## src/rtl/bslice_pkg.sv

```systemverilog
package bslice_pkg;

   typedef enum logic [2:0] {
      SRC_AQ = 3'd0,
      SRC_AB = 3'd1,
      SRC_ZQ = 3'd2,
      SRC_ZB = 3'd3,
      SRC_ZA = 3'd4,
      SRC_DA = 3'd5,
      SRC_DQ = 3'd6,
      SRC_DZ = 3'd7
   } src_e;

   typedef enum logic [2:0] {
      FN_ADD   = 3'd0,
      FN_SMR   = 3'd1,
      FN_RMS   = 3'd2,
      FN_OR    = 3'd3,
      FN_AND   = 3'd4,
      FN_NANDS = 3'd5,
      FN_XOR   = 3'd6,
      FN_XNOR  = 3'd7
   } fn_e;

   typedef enum logic [2:0] {
      DST_LDQ    = 3'd0,
      DST_NONE   = 3'd1,
      DST_WR_A   = 3'd2,
      DST_WR     = 3'd3,
      DST_SHR_BQ = 3'd4,
      DST_SHR_B  = 3'd5,
      DST_SHL_BQ = 3'd6,
      DST_SHL_B  = 3'd7
   } dst_e;

endpackage

```

## src/rtl/bslice_unit.sv

```systemverilog
module bslice_unit
   import bslice_pkg::*;
#(
   parameter int SLICE_W = 4
) (
   input  logic [SLICE_W-1:0] r_in,
   input  logic [SLICE_W-1:0] s_in,
   input  logic [2:0]         fn,
   input  logic               c_in,
   output logic [SLICE_W-1:0] f_out,
   output logic               c_out
);

   logic [SLICE_W:0] sum;
   logic [SLICE_W:0] cext;

   assign cext = {{SLICE_W{1'b0}}, c_in};

   always_comb begin
      sum = '0;
      unique case (fn_e'(fn))
         FN_ADD:   sum = {1'b0, r_in}  + {1'b0, s_in}  + cext;
         FN_SMR:   sum = {1'b0, ~r_in} + {1'b0, s_in}  + cext;
         FN_RMS:   sum = {1'b0, r_in}  + {1'b0, ~s_in} + cext;
         FN_OR:    sum = {1'b0, r_in | s_in};
         FN_AND:   sum = {1'b0, r_in & s_in};
         FN_NANDS: sum = {1'b0, ~r_in & s_in};
         FN_XOR:   sum = {1'b0, r_in ^ s_in};
         FN_XNOR:  sum = {1'b0, ~(r_in ^ s_in)};
         default:  sum = '0;
      endcase
   end

   assign f_out = sum[SLICE_W-1:0];
   assign c_out = sum[SLICE_W];

endmodule

```

## src/rtl/bslice_regs.sv

```systemverilog
module bslice_regs #(
   parameter int W      = 12,
   parameter int ADDR_W = 3
) (
   input  logic              clk,
   input  logic              rst_n,
   input  logic [ADDR_W-1:0] a_addr,
   input  logic [ADDR_W-1:0] b_addr,
   input  logic              b_we,
   input  logic [W-1:0]      b_wdata,
   input  logic              q_we,
   input  logic [W-1:0]      q_wdata,
   output logic [W-1:0]      a_data,
   output logic [W-1:0]      b_data,
   output logic [W-1:0]      q_data
);

   localparam int DEPTH = 1 << ADDR_W;

   logic [W-1:0] mem [DEPTH];
   logic [W-1:0] q_reg;

   always_ff @(posedge clk) begin
      if (!rst_n) begin
         for (int k = 0; k < DEPTH; k++) begin
            mem[k] <= '0;
         end
      end else if (b_we) begin
         mem[b_addr] <= b_wdata;
      end
   end

   always_ff @(posedge clk) begin
      if (!rst_n) begin
         q_reg <= '0;
      end else if (q_we) begin
         q_reg <= q_wdata;
      end
   end

   assign a_data = mem[a_addr];
   assign b_data = mem[b_addr];
   assign q_data = q_reg;

endmodule

```

## src/rtl/bslice_dp.sv

```systemverilog
module bslice_dp
   import bslice_pkg::*;
#(
   parameter int SLICE_W  = 4,
   parameter int N_SLICES = 3,
   parameter int ADDR_W   = 3
) (
   input  logic                        clk,
   input  logic                        rst_n,
   input  logic [2:0]                  i_src,
   input  logic [2:0]                  i_fn,
   input  logic [2:0]                  i_dst,
   input  logic [ADDR_W-1:0]           i_a_sel,
   input  logic [ADDR_W-1:0]           i_b_sel,
   input  logic [SLICE_W*N_SLICES-1:0] i_din,
   input  logic                        i_cin,
   output logic [SLICE_W*N_SLICES-1:0] o_y,
   output logic                        o_cout,
   output logic                        o_zero,
   output logic                        o_sign
);

   localparam int W = SLICE_W * N_SLICES;

   if (SLICE_W < 1) begin : g_bad_slice
      $error("bslice_dp: SLICE_W must be at least 1");
   end
   if (N_SLICES < 1) begin : g_bad_count
      $error("bslice_dp: N_SLICES must be at least 1");
   end
   if (W < 2) begin : g_bad_width
      $error("bslice_dp: word must be at least 2 bits for shifting");
   end
   if (ADDR_W < 1 || ADDR_W > 8) begin : g_bad_addr
      $error("bslice_dp: ADDR_W out of range");
   end

   logic [W-1:0]      a_val;
   logic [W-1:0]      b_val;
   logic [W-1:0]      q_cur;
   logic [W-1:0]      r_op;
   logic [W-1:0]      s_op;
   logic [W-1:0]      alu_f;
   logic [N_SLICES:0] carry;
   logic              rf_we;
   logic [W-1:0]      rf_wd;
   logic              q_we;
   logic [W-1:0]      q_wd;

   // operand selection
   always_comb begin
      r_op = '0;
      s_op = '0;
      unique case (src_e'(i_src))
         SRC_AQ: begin r_op = a_val; s_op = q_cur; end
         SRC_AB: begin r_op = a_val; s_op = b_val; end
         SRC_ZQ: begin r_op = '0;    s_op = q_cur; end
         SRC_ZB: begin r_op = '0;    s_op = b_val; end
         SRC_ZA: begin r_op = '0;    s_op = a_val; end
         SRC_DA: begin r_op = i_din; s_op = a_val; end
         SRC_DQ: begin r_op = i_din; s_op = q_cur; end
         SRC_DZ: begin r_op = i_din; s_op = '0;    end
         default: begin r_op = '0;   s_op = '0;    end
      endcase
   end

   // slice row with rippled carry
   assign carry[0] = i_cin;

   for (genvar g = 0; g < N_SLICES; g++) begin : g_slice
      bslice_unit #(
         .SLICE_W (SLICE_W)
      ) u_unit (
         .r_in  (r_op[g*SLICE_W +: SLICE_W]),
         .s_in  (s_op[g*SLICE_W +: SLICE_W]),
         .fn    (i_fn),
         .c_in  (carry[g]),
         .f_out (alu_f[g*SLICE_W +: SLICE_W]),
         .c_out (carry[g+1])
      );
   end

   // destination decode
   always_comb begin
      rf_we = 1'b0;
      rf_wd = alu_f;
      q_we  = 1'b0;
      q_wd  = alu_f;
      unique case (dst_e'(i_dst))
         DST_LDQ: begin
            q_we = 1'b1;
         end
         DST_NONE: begin
         end
         DST_WR_A, DST_WR: begin
            rf_we = 1'b1;
         end
         DST_SHR_BQ: begin
            rf_we = 1'b1;
            rf_wd = {1'b0, alu_f[W-1:1]};
            q_we  = 1'b1;
            q_wd  = {1'b0, q_cur[W-1:1]};
         end
         DST_SHR_B: begin
            rf_we = 1'b1;
            rf_wd = {1'b0, alu_f[W-1:1]};
         end
         DST_SHL_BQ: begin
            rf_we = 1'b1;
            rf_wd = {alu_f[W-2:0], 1'b0};
            q_we  = 1'b1;
            q_wd  = {q_cur[W-2:0], 1'b0};
         end
         DST_SHL_B: begin
            rf_we = 1'b1;
            rf_wd = {alu_f[W-2:0], 1'b0};
         end
         default: begin
         end
      endcase
   end

   bslice_regs #(
      .W      (W),
      .ADDR_W (ADDR_W)
   ) u_regs (
      .clk     (clk),
      .rst_n   (rst_n),
      .a_addr  (i_a_sel),
      .b_addr  (i_b_sel),
      .b_we    (rf_we),
      .b_wdata (rf_wd),
      .q_we    (q_we),
      .q_wdata (q_wd),
      .a_data  (a_val),
      .b_data  (b_val),
      .q_data  (q_cur)
   );

   assign o_y    = (dst_e'(i_dst) == DST_WR_A) ? a_val : alu_f;
   assign o_cout = carry[N_SLICES];
   assign o_zero = (alu_f == '0);
   assign o_sign = alu_f[W-1];

endmodule

```

## config.mk

```make
export PLATFORM = sky130hd
export DESIGN_NAME = bslice_dp
export DESIGN_NICKNAME = d
export VERILOG_FILES = /design/src/rtl/bslice_pkg.sv /design/src/rtl/bslice_unit.sv /design/src/rtl/bslice_regs.sv /design/src/rtl/bslice_dp.sv
export SDC_FILE = /design/constraint.sdc
export NUM_CORES = 1
export LEC_CHECK = 0
export ABC_AREA = 1
export ABC_CLOCK_PERIOD_IN_PS = 9550
export CAP_MARGIN = 20
export CORE_MARGIN = 8
export CORE_UTILIZATION = 41
export CTS_BUF_LIST = sky130_fd_sc_hd__clkbuf_8
export DETAILED_ROUTE_END_ITERATION = 6
export SLEW_MARGIN = 25
export SYNTH_ARGS = -nofsm -noshare
export SYNTH_HDL_FRONTEND = slang
export SYNTH_SLANG_ARGS = --single-unit
```

## constraint.sdc

```tcl
create_clock -name clk -period 9.55 [get_ports clk]
set_clock_uncertainty 0.05 [all_clocks]
set_input_delay 1.91 -clock clk [delete_from_list [all_inputs] [get_ports clk]]
set_output_delay 1.91 -clock clk [all_outputs]
set_load 0.005 [all_outputs]
```

==> results of run 1 <==
cells in the mapped netlist, types with 12 or more instances:
library cell / n
nand2_1: 495
inv_1: 220
nor2_1: 130
nand3_1: 128
edfxtp_1: 96
o21ai_0: 84
a21oi_1: 42
ha_1: 42
nand3_2: 29
buf_2: 28
fa_1: 18
inv_2: 15
clkbuf_1: 12
dfxtp_1: 12
nor3_1: 12
power by group through the flow:
stage / Sequential (uW) / Clock (uW) / Combinational [uW]
after floorplan: 564 / 0 / 350
after global placement: 569 / 0 / 590
final: 560 / 302 / 658
after global routing: 563 / 322 / 715
after CTS: 559 / 307 / 624
after detailed placement: 570 / 0 / 592
metrics by stage:
| stage | power (uW) | setup TNS (ps) | hold WS, ps | area (um2) | utilization |
|---|---|---|---|---|---|
| final | 1520 | 0 | 528 | 12200 | 0.503 |
| after global routing | 1600 | 0 | 574 | 12200 | 0.503 |
| after CTS | 1490 | 0 | 530 | 11900 | 0.492 |
| after detailed placement | 1160 | -6020 | 514 | 11400 | 0.471 |
| after global placement | 1160 | -5100 | 510 | 11400 | 0.471 |
| after floorplan | 914 | 0 | 477 | 10000 | - |
state kept, by name (all words and copies together), names as in the netlist:
| signal | cells |
|---|---|
| u_regs.mem | 96 |
| u_regs.q_data | 12 |
layer usage:
metal	vias up	wire length (um)
met5	-	0
met4	0	1640
met3	103	3110
met2	495	15800
met1	4700	15300
li1	4942	-
kinds of logic after synthesis:
| logic type | after synthesis |
|---|---|
| AO/OA/AOI/OAI | 177 |
| AND/OR/NAND/NOR | 823 |
| buffers and inverters | 306 |
| adder cells (fa/ha/maj) | 60 |
| XOR/XNOR | 6 |
| flip-flops | 108 |
worst max-delay path: cells and delay by family:
| family | cells | cell delay (ps) |
|---|---|---|
| fa+ha+maj | 6 | 1880 |
| simple gates | 13 | 1870 |
| compound gates | 8 | 1040 |
| buf+inv | 7 | 640 |
worst min path at each step:
stage	start	endpoint	slack (ps)	cells past startpoint
floorplan	u_regs.q_data[11]	u_regs.q_data[11]	480	2
finish	u_regs.q_data[11]	u_regs.q_data[11]	530	2
detailed placement	u_regs.q_data[11]	u_regs.q_data[11]	510	2
global placement	u_regs.q_data[11]	u_regs.q_data[11]	510	2
CTS	u_regs.q_data[11]	u_regs.q_data[11]	530	2
global route	u_regs.q_data[1]	u_regs.q_data[0]	570	2
final cells by class:
type                            count  share of cell area
Timing Repair Buffer              189               0.131
Tap cell                          324              0.0333
Multi-Input combinational cell   1066               0.484
Clock inverter                      7             0.00689
Inverter                          241              0.0768
Timing Repair inverter              1            0.000617
Sequential cell                   108               0.257
Clock buffer                        9              0.0102
repair_timing:
action	4_1_cts	5_1_grt
resized for setup	93	65
pin swaps	38	37
setup buffers	9	9
setup endpoints to repair	7	7
gates cloned	0	1
==> impl_metrics.json, run 1 <==
{
  "route.vias.total": 10200,
  "gr-total-overflow": 0,
  "yosysWarnings": 0,
  "synth_compound_area_frac": 0.102,
  "path_class": "primary input to output pin",
  "grt_use_met3": 0.0347,
  "synth_top_area_cell": "edfxtp_1",
  "slew_violations": 0,
  "clock-root-buffer": "clkbuf_8",
  "gp_congestion": 0.982,
  "hold_viol_final": 0,
  "ios": 45,
  "internal_power_uw": 901,
  "p_seq_frac": 0.368,
  "rsz0062_at_grt": "no",
  "register_area_um2": 3120,
  "rr_worst_depth": 37,
  "synthesis.nets": 1570,
  "crit_end": "o_zero",
  "synth_area_um2": 10000,
  "cp-end-kind": "output pin",
  "syn_inst": 1480,
  "clkLatencyLatePin_ps": 420,
  "outcome": "finished clean",
  "ant_nets": 0,
  "synthFlopType": "edfxtp_1",
  "ys_top_cells_by_area": "edfxtp_1, nand2_1, inv_1",
  "initial_core_util": 0.414,
  "slew_headroom": 0.305,
  "dp_slack_ps": -1200,
  "grt_max_degree": 23,
  "first_global_vias": 9452,
  "crit_top_cell": "fa_2",
  "synth_mux_area_frac": 0,
  "cts_tree": "yes",
  "tightestPinTransition_ps": 1040,
  "cp.required_ps": 7590,
  "postRouteWirelength_um": 35900,
  "vdd_drop_max_mv": 0.120,
  "cp_max_fo": 5,
  "drc": 0,
  "via_per_inst": 5.26,
  "seq_area_frac_synth": 0.312,
  "r2r-end": "u_regs.mem[3][10]",
  "crit_arrival_ps": 7340,
  "cpPeakStageDelay_ps": 400,
  "hp-class": "flip-flop to flip-flop",
  "combPwrFrac": 0.433,
  "p_leak_uw": 0.00630,
  "hpwl_um": 26900,
  "fmaxAchievable_mhz": 108,
  "rows": 57,
  "multi_input_area_um2": 5890,
  "synth_xor_xnor_area_share": 0.00525,
  "first_iter_violations": 1080,
  "async_flop_share": 0,
  "antenna_found_initial": 0,
  "cap_violations": 0,
  "layout.nets": 1706,
  "mostFrequentLayoutCell": "nand2_1",
  "cts_hold_buf": 0,
  "cts.sinks": 108,
  "clk_path_buf_depth": 2,
  "stdcell_count": 1945,
  "grt_pass1_wl_um": 54600,
  "drive_above_1_share": 0.200,
  "p_per_area_nw_per_um2": 125,
  "die-height_um": 172,
  "finalWorstSetupSlack_ps": 254,
  "core_um2": 24200,
  "synthSimpleGateAreaFrac": 0.357,
  "n_fill_cell": 2395,
  "slowest_stage": "fa_2",
  "regToRegSetupSlack_ps": 3270,
  "synthAdderAreaFrac": 0.0885,
  "dr.pass1.iters": 6,
  "grtUsageMet1": 0.330,
  "power.net_switching_uw": 620,
  "ys_seq_elements": 108,
  "grtUsageMet2": 0.377,
  "crit_path_start": "i_b_sel[2]",
  "synth_top_family_by_area": "simple AND/OR/NAND/NOR gates",
  "busiest_layer": "met2",
  "fin_crit_ps": 9300,
  "syn-mean-instance-area_um2": 6.76,
  "cts.reportedPaths.clkPinSlew_ps": 110,
  "syn_to_final_growth_pct": 21.5,
  "portBuffers": 44,
  "p_sw_frac": 0.408,
  "cts_buffers": 9,
  "setup-violations-final": 0,
  "most-common-layout-cells": "nand2_1, inv_1, buf_4",
  "clkPwrFrac": 0.199,
  "ys_types": 54,
  "die_w_um": 172,
  "diodes": 0,
  "dp_cells": 1911,
  "r2r-start": "u_regs.mem[2][0]",
  "post_drt_wl_per_cell_um": 18.4,
  "fin_crit_sh": 0.973,
  "setup.worst_path.start_class": "primary input",
  "synth_enable_flop_cells": 96,
  "synth_top_area_frac": 0.288,
  "grt_usage": 0.243,
  "htree_levels": 3,
  "die_area_um2": 29700
}
No activity file was read; power rests on OpenSTA's default activity.
==> inputs of run 2 (changes only) <==
GPL_ROUTABILITY_DRIVEN = 0   (was not set)
PLACE_DENSITY = 0.67   (was not set)
==> impl_metrics.json, run 2 (synthesis results as in run 1) <==
{
  "outcome": "finished with violations",
  "violations": "setup timing",
  "htree_levels": 3,
  "slew_headroom": 0.308,
  "postRouteWirelength_um": 35000,
  "cts_tree": "yes",
  "rsz0062_at_grt": "yes",
  "cts.reportedPaths.clkPinSlew_ps": 110,
  "gr-total-overflow": 0,
  "die_w_um": 172,
  "hold_viol_final": 0,
  "hpwl_um": 26000,
  "clock-root-buffer": "clkbuf_8",
  "slowest_stage": "fa_2",
  "p_sw_frac": 0.405,
  "fmaxAchievable_mhz": 105,
  "r2r-start": "u_regs.mem[2][0]",
  "portBuffers": 44,
  "clkPwrFrac": 0.200,
  "p_per_area_nw_per_um2": 126,
  "most-common-layout-cells": "nand2_1, inv_1, buf_4",
  "regToRegSetupSlack_ps": 3260,
  "core_um2": 24200,
  "drive_above_1_share": 0.183,
  "wl_met2_um": 16100,
  "fin_area_um2": 12000,
  "cts_buffers": 9,
  "die_area_um2": 29700,
  "path_buf_inv": 7,
  "crit_family": "adder cells",
  "r2r-end": "u_regs.mem[2][10]",
  "regMostFlops": "u_regs.mem",
  "grt_pass1_wl_um": 53700,
  "first_global_vias": 9737,
  "slew_violations": 0,
  "fin_crit_ps": 9560,
  "initial_core_util": 0.414,
  "dp_cells": 1910,
  "ant_nets": 0,
  "p_leak_uw": 0.00625,
  "die-height_um": 172,
  "cpPeakStageDelay_ps": 570,
  "placed_area_um2": 11400,
  "vdd_drop_max_mv": 0.0874,
  "combPwrFrac": 0.427,
  "setup.worst_path.start_class": "primary input",
  "diodes": 0,
  "internal_power_uw": 894,
  "crit_cells": 35,
  "first_iter_violations": 1318,
  "highest_layer": "met4",
  "dr.pass1.iters": 6,
  "hp-start": "u_regs.q_data[11]",
  "grt_max_degree": 29,
  "met1_length_um": 14100,
  "layout.nets": 1702,
  "cp.required_ps": 7590,
  "clk_path_buf_depth": 2,
  "mostFrequentLayoutCell": "nand2_1",
  "path_class": "primary input to output pin",
  "cp_max_fo": 6,
  "cts_hold_buf": 0,
  "ios": 45,
  "stdcell_count": 1941,
  "setup-violations-final": 1,
  "antenna_found_initial": 0,
  "crit_end": "o_zero",
  "fin_crit_sh": 1.00,
  "n_fill_cell": 2329,
  "route.vias.total": 10400,
  "cts.sinks": 108,
  "crit_path_start": "i_b_sel[1]",
  "crit_arrival_ps": 7600,
  "cp-end-kind": "output pin",
  "syn_to_final_growth_pct": 19.4,
  "p_seq_frac": 0.373,
  "crit_top_cell": "fa_2",
  "rr_worst_depth": 36,
  "rows": 57,
  "hp-class": "flip-flop to flip-flop",
  "power.net_switching_uw": 609,
  "drc": 0,
  "via_per_inst": 5.36,
  "finalWorstSetupSlack_ps": -8.59,
  "grt_usage": 0.235,
  "largest_reg_flops": 96,
  "dr_wl_met3_um": 3320,
  "post_drt_wl_per_cell_um": 18.0,
  "tightestPinTransition_ps": 1030,
  "clkLatencyLatePin_ps": 410,
  "cap_violations": 0
}
==> run 2: area by class of cell <==
cell class / count / area (um2) / share of cell area
multi-input combinational: 1066 / 5750 / 0.481
inverter: 241 / 930 / 0.0778
timing repair buffer: 185 / 1530 / 0.128
clock inverter: 7 / 83.8 / 0.00701
tap: 324 / 405 / 0.0339
timing repair inverter: 1 / 7.51 / 0.000628
sequential: 108 / 3120 / 0.261
clock buffer: 9 / 124 / 0.0104
==> run 2: timing repair <==
action / CTS / global route
resized for setup: 64 / 47
endpoints found under the setup margin: 7 / 8
buffers inserted: 10 / 3
cloned: 1 / 1
pin swaps: 20 / 27
==> run 2: worst min-delay path by stage <==
stage               slack (ps)  depth (start not counted)           endpoint
global placement           500                          2  u_regs.q_data[11]
floorplan                  480                          2  u_regs.q_data[11]
CTS                        530                          2  u_regs.q_data[11]
global route               600                          2  u_regs.q_data[11]
detailed placement         520                          2  u_regs.q_data[11]
finish                     540                          2  u_regs.q_data[11]
==> run 2: stage by stage <==
stage                     power (uW)  utilization  setup TNS (ps)  hold WS, ps  worst slack [ps]
after floorplan                  914            -               0          477               304
after global placement          1150        0.470           -4920          505             -1010
after detailed placement        1160        0.470           -5620          517             -1150
after CTS                       1470        0.488               0          530              6.89
after global routing            1580        0.494            -278          596              -191
final                           1500        0.494           -8.59          543             -8.59
==> run 2: routing by layer <==
layer / GRT usage / vias up
li1: - / 4942
met1: 0.304 / 4785
met2: 0.383 / 582
met3: 0.0345 / 92
met4: 0.107 / 0
met5: 0 / -
==> run 2: tightest hold or removal path: cells and delay by family (launching register included) <==
family	cells	cell delay (ps)
compound gates	2	220
flops	1	340
==> run 2: power by group through the flow <==
stage | clock network [uW] | logic, uW | registers [uW]
after floorplan | 0 | 350 | 564
after global placement | 0 | 579 | 570
after detailed placement | 0 | 585 | 571
after CTS | 304 | 609 | 560
after global routing | 316 | 699 | 564
final | 301 | 642 | 561
